--- src/rtl/ccache_pkg.sv ---
package ccache_pkg;

    // Per-cycle events reported by the tag store
    typedef struct packed {
        logic hit;
        logic miss;
        logic thrash;
    } cc_evt_t;

    localparam int unsigned CC_NUM_EVT = 3;

    // Write request towards the data array
    typedef struct packed {
        logic en;
        logic way;
    } cc_fill_t;

endpackage

--- src/rtl/ccache_tags.sv ---
module ccache_tags
    import ccache_pkg::*;
#(
    parameter int unsigned ADDR_W = 16,
    parameter int unsigned IDX_W  = 4
) (
    input  logic              clk_i,
    input  logic              rst_ni,
    input  logic              flush_i,
    input  logic              conflict_i,
    input  logic              freeze_i,
    input  logic [ADDR_W-1:0] addr_i,
    output logic              hit_o,
    output logic              hit_way_o,
    output logic [IDX_W-1:0]  idx_o,
    output cc_fill_t          fill_o,
    output cc_evt_t           evt_o
);
    localparam int unsigned SETS  = 1 << IDX_W;
    localparam int unsigned TAG_W = ADDR_W - IDX_W;

    typedef struct packed {
        logic [SETS-1:0][1:0]             valid;
        logic [SETS-1:0][1:0][TAG_W-1:0]  tag;
        logic [SETS-1:0]                  lru;   // way to replace next
    } tag_state_t;

    tag_state_t       st_d, st_q;
    logic [IDX_W-1:0] idx;
    logic [TAG_W-1:0] tag_in;
    logic [1:0]       way_match;
    logic             hit_any;
    logic             victim;

    assign idx    = addr_i[IDX_W-1:0];
    assign tag_in = addr_i[ADDR_W-1:IDX_W];

    for (genvar w = 0; w < 2; w++) begin : g_cmp
        assign way_match[w] = st_q.valid[idx][w] && (st_q.tag[idx][w] == tag_in);
    end

    assign hit_any   = |way_match;
    assign hit_o     = conflict_i && hit_any;
    assign hit_way_o = way_match[1];
    assign idx_o     = idx;

    always_comb begin
        st_d   = st_q;
        fill_o = '0;
        evt_o  = '0;

        // invalid ways first, way 0 before way 1, then the LRU way
        if (!st_q.valid[idx][0])      victim = 1'b0;
        else if (!st_q.valid[idx][1]) victim = 1'b1;
        else                          victim = st_q.lru[idx];

        if (conflict_i) begin
            evt_o.hit  = hit_any;
            evt_o.miss = !hit_any;
        end

        if (conflict_i && !hit_any && !freeze_i && !flush_i) begin
            fill_o.en    = 1'b1;
            fill_o.way   = victim;
            evt_o.thrash = st_q.valid[idx][victim];
        end

        if (flush_i) begin
            st_d.valid = '0;
            st_d.lru   = '0;
        end else if (conflict_i && hit_any) begin
            st_d.lru[idx] = ~hit_way_o;
        end else if (fill_o.en) begin
            st_d.valid[idx][victim] = 1'b1;
            st_d.tag[idx][victim]   = tag_in;
            st_d.lru[idx]           = ~victim;
        end
    end

    always_ff @(posedge clk_i or negedge rst_ni) begin
        if (!rst_ni) st_q <= '0;
        else         st_q <= st_d;
    end

    // contents stay put outside conflict and flush cycles
    p_idle_stable_r2: assert property (@(posedge clk_i) disable iff (!rst_ni)
        (!conflict_i && !flush_i) |=> ($stable(st_q.valid) && $stable(st_q.tag)));

    // freeze blocks every write and replacement
    p_freeze_hold_r7: assert property (@(posedge clk_i) disable iff (!rst_ni)
        (freeze_i && !flush_i) |=> ($stable(st_q.valid) && $stable(st_q.tag)));

    // flush empties the whole store
    p_flush_clear_r8: assert property (@(posedge clk_i) disable iff (!rst_ni)
        flush_i |=> (st_q.valid == '0 && st_q.lru == '0));

    // thrash only reported together with a fill
    p_thrash_fill_r10: assert property (@(posedge clk_i) disable iff (!rst_ni)
        evt_o.thrash |-> (fill_o.en && $countones(st_q.valid[idx]) == 2));

endmodule

--- src/rtl/ccache_data.sv ---
module ccache_data
    import ccache_pkg::*;
#(
    parameter int unsigned IDX_W  = 4,
    parameter int unsigned DATA_W = 32
) (
    input  logic              clk_i,
    input  logic              rst_ni,
    input  cc_fill_t          fill_i,
    input  logic [IDX_W-1:0]  idx_i,
    input  logic [DATA_W-1:0] wdata_i,
    input  logic              rway_i,
    output logic [DATA_W-1:0] rdata_o
);
    localparam int unsigned SETS = 1 << IDX_W;

    logic [SETS-1:0][1:0][DATA_W-1:0] mem_d, mem_q;

    always_comb begin
        mem_d = mem_q;
        if (fill_i.en) mem_d[idx_i][fill_i.way] = wdata_i;
    end

    always_ff @(posedge clk_i) begin
        mem_q <= mem_d;
    end

    assign rdata_o = mem_q[idx_i][rway_i];

    // a fill lands in the selected slot
    p_fill_written_r3: assert property (@(posedge clk_i) disable iff (!rst_ni)
        fill_i.en |=> (mem_q[$past(idx_i)][$past(fill_i.way)] == $past(wdata_i)));

endmodule

--- src/rtl/ccache_satcnt.sv ---
module ccache_satcnt #(
    parameter int unsigned CNT_W = 16
) (
    input  logic             clk_i,
    input  logic             rst_ni,
    input  logic             inc_i,
    output logic [CNT_W-1:0] cnt_o
);
    typedef struct packed {
        logic [CNT_W-1:0] cnt;
    } cnt_state_t;

    cnt_state_t st_d, st_q;

    always_comb begin
        st_d = st_q;
        if (inc_i && (st_q.cnt != '1)) st_d.cnt = st_q.cnt + 1'b1;
    end

    always_ff @(posedge clk_i or negedge rst_ni) begin
        if (!rst_ni) st_q <= '0;
        else         st_q <= st_d;
    end

    assign cnt_o = st_q.cnt;

    // a full counter stays full
    p_sat_hold_r11: assert property (@(posedge clk_i) disable iff (!rst_ni)
        (cnt_o == '1) |=> (cnt_o == '1));

    // counters never move backwards
    p_no_wrap_r9: assert property (@(posedge clk_i) disable iff (!rst_ni)
        1'b1 |=> (cnt_o >= $past(cnt_o)));

endmodule

--- src/rtl/ccache_top.sv ---
module ccache_top
    import ccache_pkg::*;
#(
    parameter int unsigned ADDR_W = 16,
    parameter int unsigned DATA_W = 32,
    parameter int unsigned IDX_W  = 4,
    parameter int unsigned CNT_W  = 16
) (
    input  logic              clk_i,
    input  logic              rst_ni,
    input  logic              flush_i,
    input  logic              conflict_i,
    input  logic              freeze_i,
    input  logic [ADDR_W-1:0] fetch_addr_i,
    input  logic [DATA_W-1:0] fetch_word_i,
    output logic              hit_o,
    output logic              stall_o,
    output logic [DATA_W-1:0] hit_word_o,
    output logic [CNT_W-1:0]  hit_cnt_o,
    output logic [CNT_W-1:0]  miss_cnt_o,
    output logic [CNT_W-1:0]  thrash_cnt_o
);
    logic              hit;
    logic              hit_way;
    logic [IDX_W-1:0]  idx;
    cc_fill_t          fill;
    cc_evt_t           evt;
    logic [DATA_W-1:0] rdata;
    logic [CC_NUM_EVT-1:0]  evt_vec;
    logic [CNT_W-1:0]       cnt [CC_NUM_EVT];

    ccache_tags #(.ADDR_W(ADDR_W), .IDX_W(IDX_W)) tags_i (
        .clk_i      (clk_i),
        .rst_ni     (rst_ni),
        .flush_i    (flush_i),
        .conflict_i (conflict_i),
        .freeze_i   (freeze_i),
        .addr_i     (fetch_addr_i),
        .hit_o      (hit),
        .hit_way_o  (hit_way),
        .idx_o      (idx),
        .fill_o     (fill),
        .evt_o      (evt)
    );

    ccache_data #(.IDX_W(IDX_W), .DATA_W(DATA_W)) data_i (
        .clk_i   (clk_i),
        .rst_ni  (rst_ni),
        .fill_i  (fill),
        .idx_i   (idx),
        .wdata_i (fetch_word_i),
        .rway_i  (hit_way),
        .rdata_o (rdata)
    );

    assign evt_vec = evt;   // bit 2 hit, bit 1 miss, bit 0 thrash

    for (genvar e = 0; e < CC_NUM_EVT; e++) begin : g_cnt
        ccache_satcnt #(.CNT_W(CNT_W)) cnt_i (
            .clk_i  (clk_i),
            .rst_ni (rst_ni),
            .inc_i  (evt_vec[e]),
            .cnt_o  (cnt[e])
        );
    end

    assign hit_o        = hit;
    assign stall_o      = conflict_i && !hit;
    assign hit_word_o   = hit ? rdata : '0;
    assign hit_cnt_o    = cnt[2];
    assign miss_cnt_o   = cnt[1];
    assign thrash_cnt_o = cnt[0];

    // never hit and stall together
    p_hit_xor_stall_r3: assert property (@(posedge clk_i) disable iff (!rst_ni)
        !(hit_o && stall_o));

    // no stall without a conflict
    p_stall_needs_conflict_r2: assert property (@(posedge clk_i) disable iff (!rst_ni)
        stall_o |-> conflict_i);

    // a filled address hits on an immediate repeat
    p_refill_hits_r3: assert property (@(posedge clk_i) disable iff (!rst_ni)
        (stall_o && !freeze_i && !flush_i) |=>
        (!(conflict_i && fetch_addr_i == $past(fetch_addr_i)) || hit_o));

    // a frozen miss leaves the address uncached
    p_frozen_repeat_misses_r7: assert property (@(posedge clk_i) disable iff (!rst_ni)
        (stall_o && freeze_i) |=>
        (!(conflict_i && fetch_addr_i == $past(fetch_addr_i)) || stall_o));

endmodule

--- config.mk ---
export PLATFORM = sky130hd
export DESIGN_NAME = ccache_top
export DESIGN_NICKNAME = d
export VERILOG_FILES = /design/src/rtl/ccache_pkg.sv /design/src/rtl/ccache_tags.sv /design/src/rtl/ccache_data.sv /design/src/rtl/ccache_satcnt.sv /design/src/rtl/ccache_top.sv
export SDC_FILE = /design/constraint.sdc
export NUM_CORES = 2
export LEC_CHECK = 0
export BUFFER_PORTS_ARGS = -buffer_cell sky130_fd_sc_hd__buf_2
export CAP_MARGIN = 40
export CORE_AREA = 4 4 507 509
export CTS_CLUSTER_DIAMETER = 150
export DETAILED_ROUTE_END_ITERATION = 12
export DIE_AREA = 0 0 511 513
export PLACE_DENSITY = 0.39
export SYNTH_ARGS = -nofsm -noshare
export SYNTH_HDL_FRONTEND = slang
export SYNTH_HIERARCHICAL = 1
export SYNTH_SLANG_ARGS = --single-unit
export TNS_END_PERCENT = 20
--- constraint.sdc ---
create_clock -name clk_i -period 11.1 [get_ports clk_i]
set_input_delay 0.555 -clock clk_i [delete_from_list [all_inputs] [get_ports clk_i]]
set_output_delay 0.555 -clock clk_i [all_outputs]
set_load 0.1 [all_outputs]
# ---- After elaboration in Yosys (flattened, before gate mapping)
# Index checks and enable logic that the tools add are counted.
dict set report totals {
  register_bits 1504
  inputBits 53
  out_inout_bits 82
  word_cells 168
}
dict set report classes {
  add_sub_neg 3
  magnitude_cmp 7
  n_eq_ne 6
  n_mux 41
  bitwise 5
  n_reduce_logical 22
}
# operator count
set op_table {}
lappend op_table {{1024-bit bitwise mux} 1}
lappend op_table {{432-bit two-way mux} 1}
lappend op_table {{416-bit two-way mux} 1}
lappend op_table {{384-bit bitwise mux} 1}
lappend op_table {{64-bit binary-select mux with 4-bit select} 1}
lappend op_table {{64-bit demux with 4-bit select} 1}
lappend op_table {{32-bit two-way mux} 5}
lappend op_table {{64-bit two-way mux} 2}
lappend op_table {{24-bit binary-select mux with 4-bit select} 1}
lappend op_table {{24-bit demux with 4-bit select} 1}
lappend op_table {{16-bit by 1-bit adder with 16-bit output (second input constant)} 3}
lappend op_table {{24-bit two-way mux} 2}
lappend op_table {{16-bit != test (second input constant)} 3}
lappend op_table {{16-bit bitwise mux} 2}
lappend op_table {{32-bit demux with 1-bit select} 1}
lappend op_table {{16-bit two-way mux} 2}
lappend op_table {{32-bit bitwise OR} 1}
lappend op_table {{12-bit == test} 2}
lappend op_table {{1-bit logical AND} 13}
lappend op_table {{12-bit demux with 1-bit select} 1}
lappend op_table {{12-bit two-way mux} 1}
lappend op_table {{2-bit binary-select mux with 4-bit select} 1}
lappend op_table {{2-bit demux with 4-bit select} 1}
lappend op_table {{1-bit two-way mux} 8}
lappend op_table {{16 further kinds} 28}

# ---- Longest topological paths before layout
dict set report depth {
  ltp_word 17
  depth_mapped 20
  mapped_depth_nobuf 13
}

# ---- Cells and area by module
# Netlist, hierarchy kept.
# module n_inst cells_per_inst area_each_um2 seq_area_each_um2
set by_module_without_submodules {}
lappend by_module_without_submodules {ccache_data 1 1841 39108.8 30749.5}
lappend by_module_without_submodules {ccache_tags 1 1445 20821.2 10810.4}
lappend by_module_without_submodules {ccache_satcnt 3 77 884.6 400.4}
lappend by_module_without_submodules {ccache_top 1 36 264.0 0.0}

# ---- Worst setup path before layout
# No wires, ideal clock.
dict set report synth_timing {
  path_kind {in2out}
  from {in fetch_addr_i[1]}
  to {out hit_word_o[0]}
  arrival_ps 5258
  required_ps 10545
  path_slack_ps 5287
  cell_stages 10
  path_buffers 3
  path_cell_list {buf_6 buf_6 mux4_2 mux4_2 xor2_1 or3_1 a2111o_1 a21oi_1 clkbuf_2 and2_2}
}
dict set report synth_between {
  elab_chain_cells 7
  elab_cells_between_ends 15
  cone_classes {eq/ne: 2; mux: 9; reduce/logical: 4}
}
# element line_no
set synth_lines {}
lappend synth_lines {{from (decl)} ccache_top.sv:14} ;# input logic [ADDR_W-1:0] fetch_addr_i,
lappend synth_lines {{24-bit binary-select mux with 4-bit select} ccache_tags.sv:39} ;# assign way_match[w] = st_q.valid[idx][w] && (st_q.tag[idx][w] == tag_in);
lappend synth_lines {{24-bit two-way mux (implied by the code)} ccache_tags.sv:39}
lappend synth_lines {{12-bit == test} ccache_tags.sv:39}
lappend synth_lines {{1-bit logical AND} ccache_tags.sv:39}
lappend synth_lines {{2-bit OR reduction (*)} ccache_tags.sv:42} ;# assign hit_any = |way_match;
lappend synth_lines {{1-bit logical AND (*)} ccache_tags.sv:43} ;# assign hit_o = conflict_i && hit_any;
lappend synth_lines {{via hit_o} ccache_top.sv:16} ;# output logic hit_o,
lappend synth_lines {{32-bit two-way mux (*)} ccache_top.sv:69} ;# assign hit_word_o = hit ? rdata : '0;
lappend synth_lines {{to (decl)} ccache_top.sv:18} ;# output logic [DATA_W-1:0] hit_word_o,
# Mark *: on every way through the listed nets, which the timed path passes. The rest lies on a longest branch. The select of a mux whose other input is x is not followed.

# ---- Final worst setup path
dict set report layout_timing {
  from {in fetch_addr_i[0]}
  to {out hit_word_o[27]}
}
dict set report layout_between {
  elab_chain_cells 7
  elab_cells_between_ends 15
  cone_classes {eq/ne: 2; mux: 9; reduce/logical: 4}
}
# element line_no
set layout_lines {}
lappend layout_lines {{24-bit binary-select mux with 4-bit select} ccache_tags.sv:39}
lappend layout_lines {{24-bit two-way mux (implied by the code)} ccache_tags.sv:39}
lappend layout_lines {{12-bit == test} ccache_tags.sv:39}
lappend layout_lines {{1-bit logical AND (*)} ccache_tags.sv:39}
lappend layout_lines {{via hit_way} ccache_top.sv:24} ;# logic hit_way;
lappend layout_lines {{32-bit two-way mux (implied by the code) (*) (2 in series)} ccache_data.sv:28} ;# assign rdata_o = mem_q[idx_i][rway_i];
lappend layout_lines {{via rdata[27]} ccache_top.sv:28} ;# logic [DATA_W-1:0] rdata;
lappend layout_lines {{32-bit two-way mux (*)} ccache_top.sv:69}
# Marks and branches as above.

==> results.cfg <==
[outcome]
status = completed

[power]
power_mw = 12.5
p_leak_nw = 27.1
ir_worst_vdd_v = 0.000142
power.density_nw_per_um2 = 170

[global_routing]
antenna_found_initial = 21
grt_overflow_total = 0
grt_pass1_wl_um = 273000
grt_use_total_pct = 14.4
grt.met1_usage_pct = 20.1
met3_usage_pct = 3.31
first_global_vias = 34900
met2_usage_pct = 22.6
busiest_layer = met2
grt_max_degree = 102

[finish]
fin_cells = 7238
final_area_um2 = 73400
synthToLayoutAreaGrowth_pct = 16.8
fin_nets = 3791
utilization_pct = 29.0
drive_gt1_share_pct = 33.6

[drt]
routedWlPerCell_um = 26.5
drtIter0Drc = 2612
viasPerCell = 4.65
wl_um = 192000
drcViolationCount = 0
first_pass_iters = 5
vias = 33600
drtAntennaViolNets = 0

[critical_path]
worstRegToRegCells = 12
crit_required_ns = 10.55
slowest_stage = buf_4
r2r_end = data_i/mem_q[232]$_DFFE_PP_
r2r_start = tags_i/st_q[431]$_DFFE_PN0P_
r2r_slack_ns = 5.83
cp-end-kind = primary output
crit_chain = buf_8 > buf_4 > mux4_2 > mux2i_1 > xor2_1 > nand2_1 > nor4_1 > o2111ai_4 > inv_2 > buf_4 > a2111oi_1 > buf_4 > nor2_1 > and2_2 > buf_2
crit_fanout = 52
worst-endpoint-arrival_ns = 6.23
slowest_delay_ns = 0.76
start_kind = primary input
critPathKind = in -> out
cp_common_cell = buf_4

[cts]
htreeDepth = 4
post_cts_resized = 0
cts_sinks = 1504
insertion_delay_ns = 0.80
root_buffer = clkbuf_16
clk_pin_slew_ns = 0.06
cts_tree = built
cts_made_buffers = 168
postCtsSetupBuffers = 0
clockBufferDepth = 3
cts_hold_buf = 1

[sta]
tns_ns = 0
post-route-period-util_pct = 61.1
setup_ws_ns = 4.32
rsz0062_at_grt = false
skew_ns = 0.0552
hold_viol_final = 0
holdWs_ns = 0.243
setup_viol = 0
min_period_ns = 6.78
worst_slew_pin_slew_ns = 0.973
slew_violations = 0
fmax_mhz = 147
relSlewSlack_pct = 35.0

[floorplan]
core_area_um2 = 253000
ios = 135
dieHeight_um = 513
num_rows = 185
die-area_um2 = 262000
start_util_pct = 24.8
die_x_um = 511

[min_path]
hp-start = fetch_addr_i[12]
min_path_type = in -> reg
hold_end = tags_i/st_q[156]$_DFFE_PN0P_
worstHoldPathCells = 2

[yosys]
synthArstFlopShare_pct = 31.9
ys.flop_type = edfxtp_1
synth-seq-cells = 1504
synth.distinct_cells = 77
synth.most_common_cell = edfxtp_1
yosysTopAreaCellShare_pct = 48.9
synth_area_um2 = 62800
ys_top_cells_by_count = 1024 x edfxtp_1, 480 x dfrtp_1, 417 x mux2_2
avgSynthCellArea_um2 = 17.7
synthCells = 3553
yosys.area.top_type = edfxtp_1
synth_edf_count = 1024
synth_fp_nets = 3609
synth_area_leaders = edfxtp_1 49%, dfrtp_1 19%, mux4_2 8.2%
ys.warnings.count = 6
seq_area_frac_synth_pct = 68.0

[placed_design]
post-place-ws_ns = 4.22
hpwlAfterDp_um = 112000
dpl-instance-area_um2 = 68100
port_buffers = 134
place_congestion = 0.728
post-place-cells = 6929

[flow_run]
maxCapViolCount = 0
-- per-layer routing --
layer | part of all wire, % | vias to the layer above
li1 | - | 14500
met1 | 47 | 18100
met2 | 46 | 762
met3 | 5.1 | 280
met4 | 2.3 | 4
met5 | 0.014 | -
-- cell families after synthesis --
family,synth area share [%]
flops,68.0
mux,20.9
compound gates,4.31
simple gates,3.59
buf+inv,2.42
xor+xnor,0.669
fa+ha+maj,0.0597
-- area by class of cell --
type | count | area [µm²]
Multi-Input combinational cell | 1753 | 18900
Sequential cell | 1504 | 42800
Inverter | 36 | 135
Fill cell | 25000 | 180000
Antenna cell | 8 | 20.0
Clock buffer | 222 | 4610
Timing Repair Buffer | 272 | 2100
Tap cell | 3366 | 4210
Clock inverter | 77 | 638
-- how the worst max path moves through the flow --
stage                          startpoint                           to  slack (ns)  depth (start not counted)
after floorplan           fetch_addr_i[1]                hit_word_o[0]        5.29                         10
after global placement    fetch_addr_i[0]               hit_word_o[28]        3.90                         14
after detailed placement  fetch_addr_i[0]  data_i/mem_q[979]$_DFFE_PP_        4.22                         16
after CTS                 fetch_addr_i[0]               hit_word_o[27]        4.32                         15
after global routing      fetch_addr_i[0]               hit_word_o[27]        4.09                         15
final                     fetch_addr_i[0]               hit_word_o[27]        4.32                         15
-- layout by cell type (no fill, tap or decap), drive strengths merged, types with 12 or more instances in the layout --
master	instances
edfxtp	1024
dfrtp	480
mux2	446
mux2i	287
buf	270
mux4	229
clkbuf	223
nor2	94
o22ai	82
clkinv	65
nand4	55
a21oi	50
o21ai	46
nand3	44
nand2	43
inv	40
a22oi	38
a2111oi	38
and2	37
xnor2	29
o221ai	27
a221oi	20
xor2	19
nor2b	15
nand2b	13
o21a	13
nor3	12
-- sequential cells by signal, summed over array words and instances (netlist names) --
name / cells
data_i/mem_q: 1024
tags_i/st_q: 432
g_cnt.cnt_i/cnt_o: 48
-- critical path, delay by kind of cell --
family                    cells  cell delay [ns]
buffers and inverters         6             2.59
and+or+nand+nor               4             1.55
muxes                         2             0.75
AOI/OAI and AO/OA             2             0.42
xor gates and xnor gates      1             0.18
-- report_power, final --
part	switching [mW]	internal, mW	total (mW)
Combinational	0.556	0.316	0.873
Sequential	0.0721	6.13	6.20
Clock	2.34	3.06	5.40
No activity file was read; power rests on OpenSTA's default activity.
